## src/rtl/ctl_word_pkg.sv

```systemverilog
package ctl_word_pkg;
  localparam int INSTR_W  = 32;
  localparam int OPC_W    = 6;
  localparam int FUNCT_W  = 6;
  localparam int RAW      = 5;
  localparam int ALU_OP_W = 2;

  localparam int OPC_LSB = INSTR_W - OPC_W;
  localparam int RT_LSB  = OPC_LSB - 2 * RAW;
  localparam int RD_LSB  = RT_LSB - RAW;

  localparam logic [OPC_W-1:0]    OPC_RTYPE = 6'h00;
  localparam logic [OPC_W-1:0]    OPC_LOAD  = 6'h23;
  localparam logic [OPC_W-1:0]    OPC_STORE = 6'h2B;
  localparam logic [FUNCT_W-1:0]  FN_ADD    = 6'h20;

  localparam logic [ALU_OP_W-1:0] ALU_NONE   = 2'd0;
  localparam logic [ALU_OP_W-1:0] ALU_ADDR   = 2'd1;
  localparam logic [ALU_OP_W-1:0] ALU_REGADD = 2'd2;

  typedef struct packed {
    logic [ALU_OP_W-1:0] alu_op;
    logic                src_imm;
    logic                dst_rd;
  } ex_ctl_t;

  typedef struct packed {
    logic we;
    logic addr_alu;
  } mem_ctl_t;

  typedef struct packed {
    logic mem_to_reg;
    logic reg_we;
  } wb_ctl_t;

  typedef struct packed {
    ex_ctl_t        ex;
    mem_ctl_t       mem;
    wb_ctl_t        wb;
    logic [RAW-1:0] dest;
  } ctl_word_t;

  typedef struct packed {
    mem_ctl_t       mem;
    wb_ctl_t        wb;
    logic [RAW-1:0] dest;
  } em_word_t;

  typedef struct packed {
    wb_ctl_t        wb;
    logic [RAW-1:0] dest;
  } mw_word_t;

  function automatic logic [OPC_W-1:0] opc_of(input logic [INSTR_W-1:0] ins);
    return ins[OPC_LSB +: OPC_W];
  endfunction

  function automatic logic [FUNCT_W-1:0] funct_of(input logic [INSTR_W-1:0] ins);
    return ins[FUNCT_W-1:0];
  endfunction

  function automatic logic [RAW-1:0] rt_of(input logic [INSTR_W-1:0] ins);
    return ins[RT_LSB +: RAW];
  endfunction

  function automatic logic [RAW-1:0] rd_of(input logic [INSTR_W-1:0] ins);
    return ins[RD_LSB +: RAW];
  endfunction

  function automatic ctl_word_t decode_word(input logic [INSTR_W-1:0] ins, input logic vld);
    ctl_word_t w;
    w = '0;
    if (vld) begin
      if (opc_of(ins) == OPC_RTYPE && funct_of(ins) == FN_ADD) begin
        w.ex.alu_op = ALU_REGADD;
        w.ex.dst_rd = 1'b1;
        w.wb.reg_we = 1'b1;
        w.dest      = rd_of(ins);
      end else if (opc_of(ins) == OPC_LOAD) begin
        w.ex.alu_op       = ALU_ADDR;
        w.ex.src_imm      = 1'b1;
        w.mem.addr_alu    = 1'b1;
        w.wb.mem_to_reg   = 1'b1;
        w.wb.reg_we       = 1'b1;
        w.dest            = rt_of(ins);
      end else if (opc_of(ins) == OPC_STORE) begin
        w.ex.alu_op    = ALU_ADDR;
        w.ex.src_imm   = 1'b1;
        w.mem.we       = 1'b1;
        w.mem.addr_alu = 1'b1;
      end
    end
    return w;
  endfunction
endpackage

```

## src/rtl/ctl_word_decoder.sv

```systemverilog
module ctl_word_decoder
  import ctl_word_pkg::*;
(
  input  logic [INSTR_W-1:0] instr_i,
  input  logic               vld_i,
  output ctl_word_t          word_o,
  output logic               bubble_o
);
  logic unused_fields;
  assign unused_fields = ^{instr_i[OPC_LSB-1:RT_LSB+RAW], instr_i[RD_LSB-1:FUNCT_W]};

  assign word_o   = decode_word(instr_i, vld_i);
  assign bubble_o = (word_o == '0);
endmodule

```

## src/rtl/ctl_stage_reg.sv

```systemverilog
module ctl_stage_reg #(
  parameter int W = 1
) (
  input  logic         clk,
  input  logic         rst_n,
  input  logic [W-1:0] d,
  output logic [W-1:0] q
);
  always_ff @(posedge clk or negedge rst_n) begin
    if (!rst_n) q <= '0;
    else        q <= d;
  end
endmodule

```

## src/rtl/ctl_word_pipe.sv

```systemverilog
module ctl_word_pipe
  import ctl_word_pkg::*;
(
  input  logic                clk,
  input  logic                rst_n,
  input  logic [INSTR_W-1:0]  instr_i,
  input  logic                instr_vld_i,
  output logic [ALU_OP_W-1:0] ex_alu_op_o,
  output logic                ex_alu_src_imm_o,
  output logic                ex_dst_rd_o,
  output logic                mem_we_o,
  output logic                mem_addr_alu_o,
  output logic                wb_mem_to_reg_o,
  output logic                wb_reg_we_o,
  output logic [RAW-1:0]      wb_dest_o,
  output logic                wport_busy_o
);
  localparam int DE_W = $bits(ctl_word_t);
  localparam int EM_W = $bits(em_word_t);
  localparam int MW_W = $bits(mw_word_t);

  ctl_word_t       dec_word;
  logic            dec_bubble;
  logic [DE_W-1:0] de_vec;
  logic [EM_W-1:0] em_vec;
  logic [MW_W-1:0] mw_vec;
  ctl_word_t       de_q;
  em_word_t        em_d, em_q;
  mw_word_t        mw_d, mw_q;

  ctl_word_decoder u_dec (
    .instr_i  (instr_i),
    .vld_i    (instr_vld_i),
    .word_o   (dec_word),
    .bubble_o (dec_bubble)
  );

  ctl_stage_reg #(.W(DE_W)) u_de (.clk(clk), .rst_n(rst_n), .d(dec_word), .q(de_vec));
  assign de_q = ctl_word_t'(de_vec);

  assign em_d.mem  = de_q.mem;
  assign em_d.wb   = de_q.wb;
  assign em_d.dest = de_q.dest;
  ctl_stage_reg #(.W(EM_W)) u_em (.clk(clk), .rst_n(rst_n), .d(em_d), .q(em_vec));
  assign em_q = em_word_t'(em_vec);

  assign mw_d.wb   = em_q.wb;
  assign mw_d.dest = em_q.dest;
  ctl_stage_reg #(.W(MW_W)) u_mw (.clk(clk), .rst_n(rst_n), .d(mw_d), .q(mw_vec));
  assign mw_q = mw_word_t'(mw_vec);

  logic unused_bubble;
  assign unused_bubble = dec_bubble;

  assign ex_alu_op_o      = de_q.ex.alu_op;
  assign ex_alu_src_imm_o = de_q.ex.src_imm;
  assign ex_dst_rd_o      = de_q.ex.dst_rd;
  assign mem_we_o         = em_q.mem.we;
  assign mem_addr_alu_o   = em_q.mem.addr_alu;
  assign wb_mem_to_reg_o  = mw_q.wb.mem_to_reg;
  assign wb_reg_we_o      = mw_q.wb.reg_we;
  assign wb_dest_o        = mw_q.dest;
  assign wport_busy_o     = mw_q.wb.reg_we;
endmodule

```

## config.mk

```make
export PLATFORM = sky130hd
export DESIGN_NAME = ctl_word_pipe
export DESIGN_NICKNAME = d
export VERILOG_FILES = /design/src/rtl/ctl_word_pkg.sv /design/src/rtl/ctl_word_decoder.sv /design/src/rtl/ctl_stage_reg.sv /design/src/rtl/ctl_word_pipe.sv
export SDC_FILE = /design/constraint.sdc
export NUM_CORES = 1
export LEC_CHECK = 0
export BUFFER_PORTS_ARGS = -buffer_cell sky130_fd_sc_hd__buf_2
export CAP_MARGIN = 20
export CORE_ASPECT_RATIO = 0.7
export CORE_MARGIN = 3
export CORE_UTILIZATION = 29
export CTS_BUF_LIST = sky130_fd_sc_hd__clkbuf_4 sky130_fd_sc_hd__clkbuf_8
export DETAILED_ROUTE_END_ITERATION = 16
export GPL_TIMING_DRIVEN = 0
export PLACE_DENSITY = 0.56
export SLEW_MARGIN = 25
export SYNTH_ARGS = -nofsm -noshare
export SYNTH_HDL_FRONTEND = slang
export SYNTH_HIERARCHICAL = 1
export SYNTH_SLANG_ARGS = --single-unit
```

## constraint.sdc

```tcl
create_clock -name clk -period 0.8 [get_ports clk]
set_clock_uncertainty 0.1 [all_clocks]
set_input_delay 0.16 -clock clk [delete_from_list [all_inputs] [get_ports clk]]
set_output_delay 0.16 -clock clk [all_outputs]
set_load 0.03 [all_outputs]
```

==> results.cfg <==
[status]
run_status = finished with violations
violations = hold timing, setup timing

[grt]
grt-ovfl-total = 0
grt_use_total_pct = 10.00
grt_pass1_wl_mm = 2.773
grt_antenna_before_repair = 0
first_global_vias = 657
grt_start_max_net_pins = 30

[worst_setup_path]
critical_path.max_fanout = 2
worst_path_largest_cell_delay_ns = 0.40
worst_path_most_repeated_cell = buf_6
cp-startpoint = u_mw/q[5]
type_of_the_worst_setup_path = reg2out
arrival_time_of_the_worst_setup_path_ns = 0.90
reg2reg_to = u_mw/q[5]
regToRegStartpoint = u_em/q[5]
critical_path.endpoint_type = primary output
worstRegToRegCells = 0
cpMaxStageDelayCell = dfrtp_2
r2r_setup_slack_ns = 0.22
setup.worst_path.start_class = flop
critical_path.cell_chain = buf_6, buf_6
critPathRequiredTime_ns = 0.54

[synthesis]
avg_cell_area_syn_um2 = 14.83
synth_nets = 97
ys_warn_count = 6
netlist_instances = 62
post_synthesis_cell_area_um2 = 919.6

[layout]
layout.filler_cells = 265
antenna_cells = 0
regArea_um2 = 726.9
multi_input_comb_area_um2 = 214.0
syn2layout_area_growth_pct = 53.33
design.final.nets = 143
final_layout_size_suffix_gt1_share_pct = 60.19

[placement]
io_buffers = 38
post-dp-hpwl_mm = 1.220
routabilityCongestion = 0.7536

[timing]
period_minus_slack_ns = 1.156
setup_repair_after_global_routing_missed_its_margin = true
post-route-period-util_pct = 144.5
timing.final.hold_violations = 29
worst_pin_slew_ns = 0.6090
finalHoldWorstSlack_ns = -0.1932
timing.final.setup_violations = 26
setup_total_negative_slack_ns = -5.541
slew_headroom_pct = 59.40
fmax_ghz = 0.8648
fin_ws_ns = -0.3563
final_report_max_slew_violation_count = 0

[floorplan]
pin_count = 49
core_area_um2 = 2903
floorplan.initialDensity_pct = 31.68
die_height_um = 53.12
die_width_um = 73.31
design.die.area_um2 = 3894
rows = 16

[cts]
h-tree-depth = 2
clock_insertion_delay_worst_skew_ns = 0.27
ctsRootBufferMaster = clkbuf_8
cts.clk_slew.worst_paths_ns = 0.05
cts_made_buffers = 5
cts_max_path_buffers = 2
tritoncts = done
clock_sink_count = 29

[pwr]
power_leakage_uw = 0.0006961
power.density_nw_per_um2 = 1990
combPwrFrac_pct = 5.8
sw_frac_of_total_pct = 19.52
pwr-share-seq_pct = 52.6
power.internal_uw = 2259
clock_power_share_pct = 41.6
total_power_uw = 2807
irDropWorstVdd_mv = 0.6952
switchingPower_uw = 547.8

[drt]
drtAntennaViolNets = 0
vias_per_cell = 4.396
dr_total_vias = 633
drc = 0
detail_route.wirelength_mm = 1.682
route.detailed.wl_per_inst_um = 11.68
detailedRoute.firstIterationViolations = 41
firstDrtPassIters = 4

[run]
drv.max_cap_violation_count = 0

[hold_path]
holdCritPathClass = in2async
==> stage by stage <==
stage | cells | hold WS [ns] | instance area [um^2] | setup slack (ns) | utilization, %
2_1_floorplan | 62 | -0.2356 | 935.9 | -0.4295 | -
3_3_place_gp | 136 | 0.1005 | 1171 | -0.6419 | 40.34
3_5_place_dp | 136 | 0.1104 | 1171 | -0.6890 | 40.34
4_1_cts | 143 | -0.1762 | 1400 | -0.3675 | 48.23
5_1_grt | 144 | -0.1369 | 1410 | -0.3881 | 48.58
6_report | 144 | -0.1932 | 1410 | -0.3563 | 48.58
==> flip-flops by register name (all words and copies together) (netlist names) <==
signal  cells
u_de/q     13
u_mw/q      7
u_em/q      9
==> worst max-delay path by stage <==
stage                        end  slack (ns)  cells after the start
finish              wport_busy_o       -0.36                      2
global route        wport_busy_o       -0.39                      2
CTS                 wport_busy_o       -0.37                      2
detailed placement    u_de/q[12]       -0.69                      5
global placement      u_de/q[12]       -0.64                      5
floorplan             u_de/q[12]       -0.43                      5
==> cells in the final DEF, fill, tap and decap left out, types with 2 or more instances in the layout <==
cell type and count:
a21oi_2 6, buf_2 24, buf_4 3, buf_6 17
clkbuf_8 6, dfrtp_1 28, nand2_1 5, nand4_1 5
nor2_4 2
==> power groups by stage <==
stage,clock [uW],combinational (uW),sequential [uW]
6_report,1170,162,1480
5_1_grt,1270,181,1480
4_1_cts,1200,161,1480
3_5_place_dp,0,137,1500
3_3_place_gp,0,133,1500
2_1_floorplan,0,30.6,1510
==> final cells by class <==
class	count	area share, %
multi-input combinational	28	15.17
timing repair buffer	39	20.23
clock buffer	7	6.389
sequential	29	51.55
tap	36	3.194
buffer	5	3.461
==> per-layer routing <==
layer | global-route usage (%) | routed length [um]
met1 | 10.07 | 619
met3 | 4.175 | 155
met2 | 16.91 | 906
met5 | 0 | 0
met4 | 6.928 | 0
==> what timing repair did <==
item,CTS,global route
resized for setup,39,1
hold endpoints to repair,29,29
setup buffers,0,1
endpoints found under the setup margin,26,24
pin swaps,3,0
gates cloned,0,0
==> critical path: cells and delay by family (launching register included) <==
kind                   cells  cell delay [ns]
buffers and inverters      2             0.23
flip-flops                 1             0.40
No activity file was read; power rests on OpenSTA's default activity.
